$ cat config.mk
export PLATFORM = sky130hd
export DESIGN_NAME = uart_mtx_top
export DESIGN_NICKNAME = d
export VERILOG_FILES = /design/src/rtl/uart_mtx_pkg.sv /design/src/rtl/uart_mtx_prescale.sv /design/src/rtl/uart_mtx_shreg.sv /design/src/rtl/uart_mtx_ctrl.sv /design/src/rtl/uart_mtx_top.sv
export SDC_FILE = /design/constraint.sdc
export NUM_CORES = 1
export LEC_CHECK = 0
export CAP_MARGIN = 30
export CORE_MARGIN = 2
export CORE_UTILIZATION = 40
export CTS_CLUSTER_DIAMETER = 60
export DETAILED_ROUTE_END_ITERATION = 16
export GPL_TIMING_DRIVEN = 1
export HOLD_SLACK_MARGIN = 0.06
export PLACE_DENSITY = 0.64
export SLEW_MARGIN = 20
export SYNTH_ARGS = -nofsm -noshare
export SYNTH_HDL_FRONTEND = slang
export SYNTH_SLANG_ARGS = --single-unit
$ cat constraint.sdc
create_clock -name clk -period 1.91 [get_ports clk]
set_input_delay 0.191 -clock clk [delete_from_list [all_inputs] [get_ports clk]]
set_output_delay 0.191 -clock clk [all_outputs]
set_load 0.005 [all_outputs]
$ cat src/rtl/uart_mtx_pkg.sv
package uart_mtx_pkg;
  // Transmit sequencing phases
  typedef enum logic [1:0] {
    PH_IDLE  = 2'd0,  // waiting for a byte
    PH_ARMED = 2'd1,  // byte loaded, waiting for next bit tick
    PH_START = 2'd2,  // start bit on the line
    PH_SHIFT = 2'd3   // data / stop bits driven from the shift register
  } tx_phase_t;
endpackage

$ cat src/rtl/uart_mtx_prescale.sv
module uart_mtx_prescale #(
  parameter int RATIO = 16
) (
  input  logic clk,
  input  logic rst_n,
  input  logic sample_tick,
  output logic bit_tick
);
  localparam int CW = (RATIO > 2) ? $clog2(RATIO) : 1;
  localparam logic [CW-1:0] TOP = CW'(RATIO - 1);

  logic [CW-1:0] cnt_q;

  // Free running: only reset clears it, never a write
  always_ff @(posedge clk or negedge rst_n) begin
    if (!rst_n) begin
      cnt_q <= '0;
    end else if (sample_tick) begin
      cnt_q <= (cnt_q == TOP) ? '0 : cnt_q + 1'b1;
    end
  end

  assign bit_tick = sample_tick && (cnt_q == TOP);
endmodule

$ cat src/rtl/uart_mtx_shreg.sv
module uart_mtx_shreg #(
  parameter int DATA_W = 8
) (
  input  logic              clk,
  input  logic              rst_n,
  input  logic              load,
  input  logic              shift,
  input  logic [DATA_W-1:0] load_data,
  output logic              cur_bit,
  output logic              next_bit,
  output logic              to_marker,
  output logic              to_empty
);
  localparam int SR_W = DATA_W + 1;

  logic [SR_W-1:0] sr_q;

  // Marker sits above the data; zeros enter from the top on every shift
  always_ff @(posedge clk or negedge rst_n) begin
    if (!rst_n) begin
      sr_q <= '0;
    end else if (load) begin
      sr_q <= {1'b1, load_data};
    end else if (shift) begin
      sr_q <= {1'b0, sr_q[SR_W-1:1]};
    end
  end

  assign cur_bit   = sr_q[0];
  assign next_bit  = sr_q[1];
  // After the next shift only the marker remains: last (stop) bit state
  assign to_marker = (sr_q[SR_W-1:1] == DATA_W'(1));
  // After the next shift nothing remains: frame finished
  assign to_empty  = (sr_q == SR_W'(1));
endmodule

$ cat src/rtl/uart_mtx_ctrl.sv
module uart_mtx_ctrl
  import uart_mtx_pkg::*;
(
  input  logic clk,
  input  logic rst_n,
  input  logic bit_tick,
  input  logic in_valid,
  input  logic done_clr,
  input  logic sr_cur_bit,
  input  logic sr_next_bit,
  input  logic sr_to_marker,
  input  logic sr_to_empty,
  output logic in_ready,
  output logic load,
  output logic shift,
  output logic txd,
  output logic done_flag
);
  tx_phase_t phase_q;

  assign in_ready = (phase_q == PH_IDLE);
  assign load     = in_valid && in_ready;
  assign shift    = bit_tick && (phase_q == PH_SHIFT);

  always_ff @(posedge clk or negedge rst_n) begin
    if (!rst_n) begin
      phase_q <= PH_IDLE;
      txd     <= 1'b1;
    end else begin
      unique case (phase_q)
        PH_IDLE: begin
          if (load) phase_q <= PH_ARMED;
        end
        PH_ARMED: begin
          if (bit_tick) begin
            phase_q <= PH_START;
            txd     <= 1'b0;
          end
        end
        PH_START: begin
          if (bit_tick) begin
            phase_q <= PH_SHIFT;
            txd     <= sr_cur_bit;
          end
        end
        PH_SHIFT: begin
          if (bit_tick) begin
            if (sr_to_empty) begin
              phase_q <= PH_IDLE;
              txd     <= 1'b1;
            end else begin
              // the marker itself provides the stop level
              txd <= sr_next_bit;
            end
          end
        end
        default: phase_q <= PH_IDLE;
      endcase
    end
  end

  // Sticky completion flag: a new event outranks a clear
  always_ff @(posedge clk or negedge rst_n) begin
    if (!rst_n) begin
      done_flag <= 1'b0;
    end else if (shift && sr_to_marker) begin
      done_flag <= 1'b1;
    end else if (done_clr) begin
      done_flag <= 1'b0;
    end
  end
endmodule

$ cat src/rtl/uart_mtx_top.sv
module uart_mtx_top #(
  parameter int DATA_W = 8,
  parameter int RATIO  = 16
) (
  input  logic              clk,
  input  logic              rst_n,
  input  logic              sample_tick,
  input  logic              in_valid,
  output logic              in_ready,
  input  logic [DATA_W-1:0] in_data,
  input  logic              done_clr,
  output logic              txd,
  output logic              done_flag
);
  logic w_bit_tick;
  logic w_load;
  logic w_shift;
  logic w_cur_bit;
  logic w_next_bit;
  logic w_to_marker;
  logic w_to_empty;

  uart_mtx_prescale #(.RATIO(RATIO)) i_prescale (
    .clk         (clk),
    .rst_n       (rst_n),
    .sample_tick (sample_tick),
    .bit_tick    (w_bit_tick)
  );

  uart_mtx_shreg #(.DATA_W(DATA_W)) i_shreg (
    .clk       (clk),
    .rst_n     (rst_n),
    .load      (w_load),
    .shift     (w_shift),
    .load_data (in_data),
    .cur_bit   (w_cur_bit),
    .next_bit  (w_next_bit),
    .to_marker (w_to_marker),
    .to_empty  (w_to_empty)
  );

  uart_mtx_ctrl i_ctrl (
    .clk          (clk),
    .rst_n        (rst_n),
    .bit_tick     (w_bit_tick),
    .in_valid     (in_valid),
    .done_clr     (done_clr),
    .sr_cur_bit   (w_cur_bit),
    .sr_next_bit  (w_next_bit),
    .sr_to_marker (w_to_marker),
    .sr_to_empty  (w_to_empty),
    .in_ready     (in_ready),
    .load         (w_load),
    .shift        (w_shift),
    .txd          (txd),
    .done_flag    (done_flag)
  );
endmodule

# After elaboration in Yosys (flattened, before gate mapping)
# Index checks and enable logic that the tools add are counted.
dict set report word_totals {
  elab_cells 43
  inputBits 13
  out_inout_bits 3
  register_bits 17
}
dict set report op_classes {
  addsub 1
  eq_ne 11
  mux 16
  n_reduce_logical 10
}
# operator count
set ops {}
lappend ops {{$mux W9} 2}
lappend ops {{$mux W2} 5}
lappend ops {{$eq A9 B1 Y1 const B} 1}
lappend ops {{$eq A8 B1 Y1 const B} 1}
lappend ops {{$ne A2 B1 Y1 const B} 4}
lappend ops {{$pmux W2 S4} 1}
lappend ops {{$mux W1} 6}
lappend ops {{$reduce_and A5 Y1} 1}
lappend ops {{$add A4 B1 Y4 const B} 1}
lappend ops {{$eq A2 B2 Y1 const B} 2}
lappend ops {{$eq A4 B4 Y1 const B} 1}
lappend ops {{$logic_and A1 B1 Y1} 4}
lappend ops {{$mux W4} 1}
lappend ops {{$reduce_and A4 Y1} 1}
lappend ops {{$reduce_bool A2 Y1} 2}
lappend ops {{$pmux W1 S3} 1}
lappend ops {{$reduce_bool A3 Y1} 1}
lappend ops {{$eq A2 B1 Y1 const B} 1}
lappend ops {{$logic_not A2 Y1} 1}
lappend ops {{$ne A2 B2 Y1 const B} 1}

# Logic depth before layout (Yosys ltp)
# Gate-level depths: netlist of the first run.
dict set report depth {
  word_depth 5
  ltp_mapped 7
  depth_no_buf 6
}

# Hierarchy
# A second synthesis of the first run with hierarchy kept.
dict set report unflattened {
  cells_unflattened 84
  area_unflattened_um2 923.4
}
# module instances seq_area_each_um2 cells_per_inst area_each_um2
set by_module_without_submodules {}
lappend by_module_without_submodules {uart_mtx_shreg 1 225.2 41 437.9}
lappend by_module_without_submodules {uart_mtx_ctrl 1 101.3 27 291.5}
lappend by_module_without_submodules {uart_mtx_prescale 1 100.1 16 193.9}

# Worst setup path before layout of the first run
# Ideal clock, no wire load.
dict set report synth_path {
  path_kind {register -> register}
  start {reg i_ctrl.phase_q[0]}
  end {reg i_shreg.sr_q[7]}
  required_time_ns 1.786
  arrival_ns 1.296
  setup_ns 0.124
  setup_slack_ns 0.491
  path_buffers 2
  synth_period_minus_slack_ns 1.419
  stages_incl_launch_ff 7
  path_cell_list {dfrtp_1 -> inv_1 -> ha_1 -> and2_1 -> clkbuf_1 -> buf_2 -> o21ai_1}
}
dict set report synth_via {
  elab_chain_cells 3
  word_cells_on_any_way 6
}
# item line
set synth_lines {}
lappend synth_lines {{start: declaration} uart_mtx_ctrl.sv:19} ;# tx_phase_t phase_q;
lappend synth_lines {{start signal: assignment} uart_mtx_ctrl.sv:27} ;# phase_q <= PH_IDLE;
lappend synth_lines {{start signal: assignment} uart_mtx_ctrl.sv:32} ;# if (load) phase_q <= PH_ARMED;
lappend synth_lines {{start signal: assignment} uart_mtx_ctrl.sv:36} ;# phase_q <= PH_START;
lappend synth_lines {{$logic_not A2 Y1 (*)} uart_mtx_ctrl.sv:21} ;# assign in_ready = (phase_q == PH_IDLE);
lappend synth_lines {{via in_ready} uart_mtx_top.sv:9} ;# output logic in_ready,
lappend synth_lines {{$logic_and A1 B1 Y1 (*)} uart_mtx_ctrl.sv:22} ;# assign load = in_valid && in_ready;
lappend synth_lines {{$mux W9 or $reduce_bool A2 Y1 (tied branches)} n/a}
lappend synth_lines {{end signal: assignment} uart_mtx_shreg.sv:23} ;# sr_q <= {1'b1, load_data};
lappend synth_lines {{end signal: assignment} uart_mtx_shreg.sv:25} ;# sr_q <= {1'b0, sr_q[SR_W-1:1]};
lappend synth_lines {{end: declaration} uart_mtx_shreg.sv:16} ;# logic [SR_W-1:0] sr_q;
# Mark *: on every way through the listed nets, which the timed path passes. The rest lies on a longest branch.
# A chain may end at the register's enable or synchronous reset.

# Final worst setup path of the first run
dict set report layout_path {
  start {reg i_ctrl.phase_q[1]}
  end {out in_ready}
}
dict set report layout_via {
  elab_chain_cells 1
}
# item line
set layout_lines {}
lappend layout_lines {{$logic_not A2 Y1} uart_mtx_ctrl.sv:21}
lappend layout_lines {{end: declaration} uart_mtx_top.sv:9}
# No other way between the ends.

==> run_results.csv, run 1 <==
group,metric,value,unit
run_status,status,"complete, no violations",
yosys,avgSynthCellArea,10.44,sq um
setup_path,required,1.72,ns
die,ioPinCount,16,
setup_path,cp_slowest_stage_delay,0.51,ns
setup_path,rr_worst_depth,6,
final_layout,fin_nets,127,
cts,ctsHoldBuffers,0,
place,io_buffers,15,
die,die_w,53.02,um
sta,drv_slew,0,
drt,drc,0,
die,row_count,17,
global_route,grt_pass1_vias,690,
yosys,yosysSeqAreaShare,44.40,%
cts,numCtsBuffers,3,
yosys,synth_cells,92,
drt,drt.antenna.violating_nets,0,
min_path,hold_class,"input pin to async pin",
yosys,synth-seq-cells,17,
sta,rsz0062_at_grt,"false",
cts,htree_levels,1,
cts,clock_latency,0.30,ns
drt,post_drt_wl_per_cell,12.24,um
global_route,grt_max_degree,18,
global_route,grt_usage,14.91,%
final_layout,n_antenna_cell,0,
setup_path,cp_max_fo,4,
sta,setup_viol,0,
final_layout,fillerInstances,209,
setup_path,critPathKind,"flip-flop to output pin",
setup_path,worst_path_max_delay_cell,"clkdlybuf4s50_1",
drt,firstDrtPassIters,4,
setup_path,arrival,1.57,ns
drt,drtIter0Drc,6,
yosys,synth.area.top_cells,"dfrtp_1, mux2i_1, ha_1",
cts,path_clk_slew,0.11,ns
yosys,yosys.area.top_type,"dfrtp_1",
final_layout,drive_gt1_share,11.21,%
pwr,ir_worst_vdd,0.0005056,V
die,die-area,2811,sq um
run,cap_violations,0,
yosys,synth.distinct_cells,32,
cts,clkSinkCount,17,
yosys,synthesis.area,960.9,sq um
cts,cts_setup_buffers,0,
sta,period_needed,1.757,ns
global_route,antenna_found_initial,0,
drt,via_per_inst,5.111,
pwr,total_power,0.8668,mW
pwr,p_leak,0.5626,nW
cts,ctsLongestPathBuffers,2,
yosys,syn-num-nets,111,
sta,worst_pin_slew,0.5284,ns
final_layout,syn2layout_area_growth,18.88,%
global_route,grt_first_pass_wirelength,3042,um
setup_path,start_kind,"flip-flop",
yosys,yosysWarnings,0,
sta,finalSetupTns,0,ns
sta,slew_headroom,64.77,%
drt,routed_wl,1652,um
sta,fin_crit_sh,91.98,%
setup_path,crit_path_end_kind,"output pin",
pwr,power_density,758.8,nW/um^2
final_layout,layout_common_cells,"dfrtp_1, clkdlybuf4s50_1, mux2i_1, nand2_1, o21ai_1",
sta,hold-worst-slack,0.1996,ns
sta,finClkSkew,0.01212,ns
die,core,2233,sq um
cts,cts_root_buffer,"clkbuf_4",
cts,cts_tree,"yes",
drt,vias,690,
die,start_util,43.03,%
yosys,netlist.area_leader.share,41.67,%
setup_path,path_cells,"inv_1 > ha_1 > clkdlybuf4s50_1",
place,dp_hpwl,1236,um
setup_path,r2r-start,"i_ctrl.phase_q[1]$_DFFE_PN0P_",
die,die_h,53.02,um
cts,post_cts_resize_count,0,
sta,finalHoldViolCount,0,
sta,max_clock_freq,569.2,MHz
final_layout,layout_commonest_cell,"dfrtp_1",
global_route,grt_overflow,0,
place,place_congestion,0.7794,
setup_path,cp-startpoint,"i_ctrl.phase_q[1]$_DFFE_PN0P_",
## routing by layer
metal | vias to the layer above | track usage (%) | wire, um
met2 | 13 | 25.42 | 800
met1 | 326 | 18.39 | 805
met4 | 0 | 6.410 | 0
li1 | 351 | - | -
met3 | 0 | 2.542 | 46
met5 | - | 0 | 0
## cell type report
type | count | area (sq um) | area share, %
clock buffers | 3 | 22.52 | 1.972
inverters | 4 | 15.01 | 1.314
flip-flops and latches | 17 | 426.7 | 37.35
multi-input cells | 66 | 480.5 | 42.06
repair buffers | 16 | 157.7 | 13.80
clock inverters | 1 | 5.005 | 0.4381
well taps | 28 | 35.03 | 3.067
## synthesized netlist by cell type
master	number
nand2_8	1
nand4_1	2
dfrtp_1	16
buf_4	1
mux2i_1	10
clkbuf_1	1
ha_1	6
o22ai_1	2
nor3_2	1
nand2b_1	1
a31oi_1	1
and3_1	1
nor2_1	4
nor4_2	1
nor2b_1	1
nand3_1	1
inv_1	4
nand2_1	10
a21o_1	1
o21ai_0	4
a22oi_2	1
and4_4	1
xnor2_1	2
dfstp_2	1
buf_6	2
o22a_1	1
o21ai_1	9
buf_2	1
mux2_2	1
and2_1	1
nor3_1	2
a21oi_1	1
## critical path, delay by kind of cell (launching register included)
| family | cells | cell delay, ns |
|---|---|---|
| adders and majority gates | 1 | 0.20 |
| DFF | 1 | 0.43 |
| buffers and inverters | 2 | 0.64 |
## cell families (layout without fill, tap and decap cells)
group | Yosys count | in the layout | synth area share [%]
compound gates | 20 | 20 | 12.24
xor+xnor | 2 | 2 | 1.823
simple gates | 27 | 27 | 16.54
buf+inv | 9 | 24 | 5.598
mux | 11 | 11 | 11.59
fa+ha+maj | 6 | 6 | 7.812
flops | 17 | 17 | 44.40
## through the flow
| stage | cells | worst slack (ns) | area [sq um] | util (%) |
|---|---|---|---|---|
| after global routing | 135 | 0.07748 | 1142 | 51.15 |
| after detailed placement | 131 | 0.3029 | 1115 | 49.92 |
| after CTS | 135 | 0.1399 | 1142 | 51.15 |
| final | 135 | 0.1532 | 1142 | 51.15 |
| after floorplan | 92 | 0.4908 | 960.9 | - |
| after global placement | 131 | 0.3199 | 1115 | 49.92 |
## registers in the layout, summed over array words and instances, names as in the netlist
name / count
i_ctrl.done_flag: 1
i_ctrl.phase_q: 2
i_ctrl.txd: 1
i_prescale.cnt_q: 4
i_shreg.sr_q: 9
## path summary, 6_finish.rpt
check                                                     end  slack [ns]
worst max register to register  i_ctrl.phase_q[0]$_DFFE_PN0P_        0.33
worst max-delay path                                 in_ready        0.15
worst min register to register         i_ctrl.txd$_DFFE_PN1P_        0.51
worst min-delay path              i_shreg.sr_q[1]$_DFFE_PN0P_        0.20
max in group asynchronous              i_ctrl.txd$_DFFE_PN1P_        1.45
min in group clk                  i_shreg.sr_q[5]$_DFFE_PN0P_        0.42
## where the power goes
part	switching [mW]	total, mW	internal, mW
Clock	0.119	0.197	0.0779
Sequential	0.0593	0.479	0.420
Combinational	0.0784	0.191	0.112
Note: power is estimated with default switching activity, not from simulation.
==> run 2, diff against run 1 <==
- CTS_CLUSTER_SIZE: not set -> 16
==> results of run 2 <==
Same layout as run 1: the final DEF is identical, and so are final timing and power.
==> run 3, diff against run 2 <==
- GPL_TIMING_DRIVEN: 1 -> 0
- PLACE_DENSITY: 0.64 -> 0.6
==> run_results.csv, run 3 (synthesized netlist as in run 1, its figures left out) <==
group,metric,value,unit
setup_path,rr_worst_depth,7,
pwr,ir_worst_vdd,0.0006517,V
global_route,grt_max_degree,18,
pwr,pwr-share-clk,23.1,%
die,die_h,53.02,um
cts,post_cts_resize_count,0,
place,place_congestion,0.7127,
setup_path,crit_path_end_kind,"output pin",
setup_path,cp_top_family,"buffers and inverters",
place,place_area,1136,sq um
die,row_count,17,
drt,routed_wl,1794,um
run_status,status,"complete, no violations",
sta,slew_headroom,48.38,%
sta,finClkSkew,0.001973,ns
cts,cts_setup_buffers,0,
cts,clkSinkCount,17,
drt,vias,706,
setup_path,path_cells,"inv_1 > ha_1 > clkdlybuf4s50_1",
setup_path,required,1.72,ns
sta,finalSetupTns,0,ns
final_layout,final_cells,138,
final_layout,design_area,1162,sq um
min_path,hold_class,"input pin to flip-flop",
setup_path,cp_max_fo,4,
place,io_buffers,14,
setup_path,endpoint,"in_ready",
setup_path,critPathKind,"flip-flop to output pin",
place,dp_hpwl,1360,um
drt,via_per_inst,5.116,
sta,fin_crit_sh,90.70,%
setup_path,arrival,1.54,ns
final_layout,drive_gt1_share,12.73,%
cts,cts_root_buffer,"clkbuf_4",
sta,setup_viol,0,
cts,ctsHoldBuffers,0,
die,start_util,43.03,%
pwr,power_density,743.0,nW/um^2
global_route,grt_overflow,0,
final_layout,top_regs,"i_shreg.sr_q (9), i_prescale.cnt_q (4), i_ctrl.phase_q (2)",
run,cap_violations,0,
drt,drt.antenna.violating_nets,0,
final_layout,layout_commonest_cell,"dfrtp_1",
pwr,p_seq_share,54.7,%
die,die-area,2811,sq um
setup_path,worst_path_max_delay_cell,"clkdlybuf4s50_1",
pwr,sw_frac_of_total,28.83,%
cts,htree_levels,1,
sta,period_needed,1.732,ns
drt,post_drt_wl_per_cell,13.00,um
cts,ctsLongestPathBuffers,2,
cts,numCtsBuffers,3,
final_layout,largest_register_ff_count,9,
global_route,antenna_found_initial,0,
sta,worst_pin_slew,0.7719,ns
die,ioPinCount,16,
pwr,p_sw,0.2490,mW
sta,max_clock_freq,577.2,MHz
sta,drv_slew,0,
drt,drtIter0Drc,7,
final_layout,n_antenna_cell,0,
setup_path,r2r-start,"i_ctrl.phase_q[0]$_DFFE_PN0P_",
pwr,internal-power,0.6147,mW
global_route,grt_usage,15.23,%
global_route,grt_first_pass_wirelength,3070,um
sta,rsz0062_at_grt,"false",
final_layout,largest_register,"i_shreg.sr_q",
drt,firstDrtPassIters,3,
die,core,2233,sq um
final_layout,syn2layout_area_growth,20.96,%
pwr,comb_power_share,22.2,%
drt,drc,0,
final_layout,fin_nets,130,
setup_path,start_kind,"flip-flop",
cts,path_clk_slew,0.10,ns
setup_path,cp_slowest_stage_delay,0.50,ns
final_layout,layout_common_cells,"dfrtp_1, clkdlybuf4s50_1, mux2i_1, nand2_1, o21ai_1",
pwr,p_leak,0.5743,nW
setup_path,worst-path-buf-inv,2,
place,place_inst,134,
sta,finalHoldViolCount,0,
global_route,grt_pass1_vias,701,
setup_path,r2r_slack,0.24,ns
die,die_w,53.02,um
setup_path,worstSetupPathDepth,3,
cts,clock_latency,0.29,ns
setup_path,reg2reg_to,"i_shreg.sr_q[2]$_DFFE_PN0P_",
cts,cts_tree,"yes",
setup_path,cp-startpoint,"i_ctrl.phase_q[0]$_DFFE_PN0P_",
-- run 3: cell types whose count changed in the layout (fill, tap and decap cells not counted) --
cell,before,now
buf_6,0,2
clkbuf_1,0,2
buf_2,0,1
clkdlybuf4s50_1,15,14
clkinv_2,1,0
-- run 3: cell type report --
cell class / count / area, sq um
inverters: 4 / 15.01
repair buffers: 14 / 140.1
clock buffers: 4 / 26.28
well taps: 28 / 35.03
fillers: 215 / 1071
multi-input cells: 66 / 480.5
plain buffers: 5 / 38.79
flip-flops and latches: 17 / 426.7
-- run 3: per-layer routing --
| layer | track usage, % | routed length (um) | vias up |
|---|---|---|---|
| li1 | - | - | 359 |
| met1 | 20.39 | 884 | 337 |
| met2 | 23.54 | 848 | 8 |
| met3 | 2.542 | 47 | 2 |
| met4 | 7.692 | 13 | 0 |
| met5 | 0 | 0 | - |
-- run 3: worst min-delay path by stage --
stage	startpoint	slack, ns	depth (start not counted)	end
3_3_place_gp	sample_tick	0.47	3	i_prescale.cnt_q[0]$_DFFE_PN0P_
6_report	sample_tick	0.16	3	i_prescale.cnt_q[0]$_DFFE_PN0P_
5_1_grt	sample_tick	0.16	2	i_prescale.cnt_q[1]$_DFFE_PN0P_
4_1_cts	sample_tick	0.16	3	i_prescale.cnt_q[0]$_DFFE_PN0P_
3_5_place_dp	sample_tick	0.47	2	i_prescale.cnt_q[1]$_DFFE_PN0P_
2_1_floorplan	rst_n	-0.10	0	i_ctrl.done_flag$_DFFE_PN0P_
-- run 3: through the flow --
stage	hold WS (ns)	total power, mW	util [%]	setup slack (ns)
after floorplan	-0.1046	0.5950	-	0.4908
after global placement	0.4656	0.6669	50.87	0.2748
after global routing	0.1611	0.9129	52.04	0.04275
after CTS	0.1581	0.8775	52.04	0.1525
final	0.1637	0.8637	52.04	0.1776
after detailed placement	0.4725	0.6720	50.87	0.2659
-- run 3: worst register-to-register path: stages, from the launching register on --
cell      delay, ns
dfrtp_1        0.41
inv_1          0.14
ha_1           0.20
and2_1         0.12
clkbuf_1       0.29
buf_2          0.28
nand2_1        0.08
o21ai_1        0.07
-- run 3: power groups by stage --
stage	combinational, mW	sequential [mW]	clock [mW]
after floorplan	0.125	0.470	0
after global placement	0.191	0.476	0
after detailed placement	0.195	0.477	0
after CTS	0.196	0.471	0.211
after global routing	0.213	0.481	0.218
final	0.192	0.472	0.200
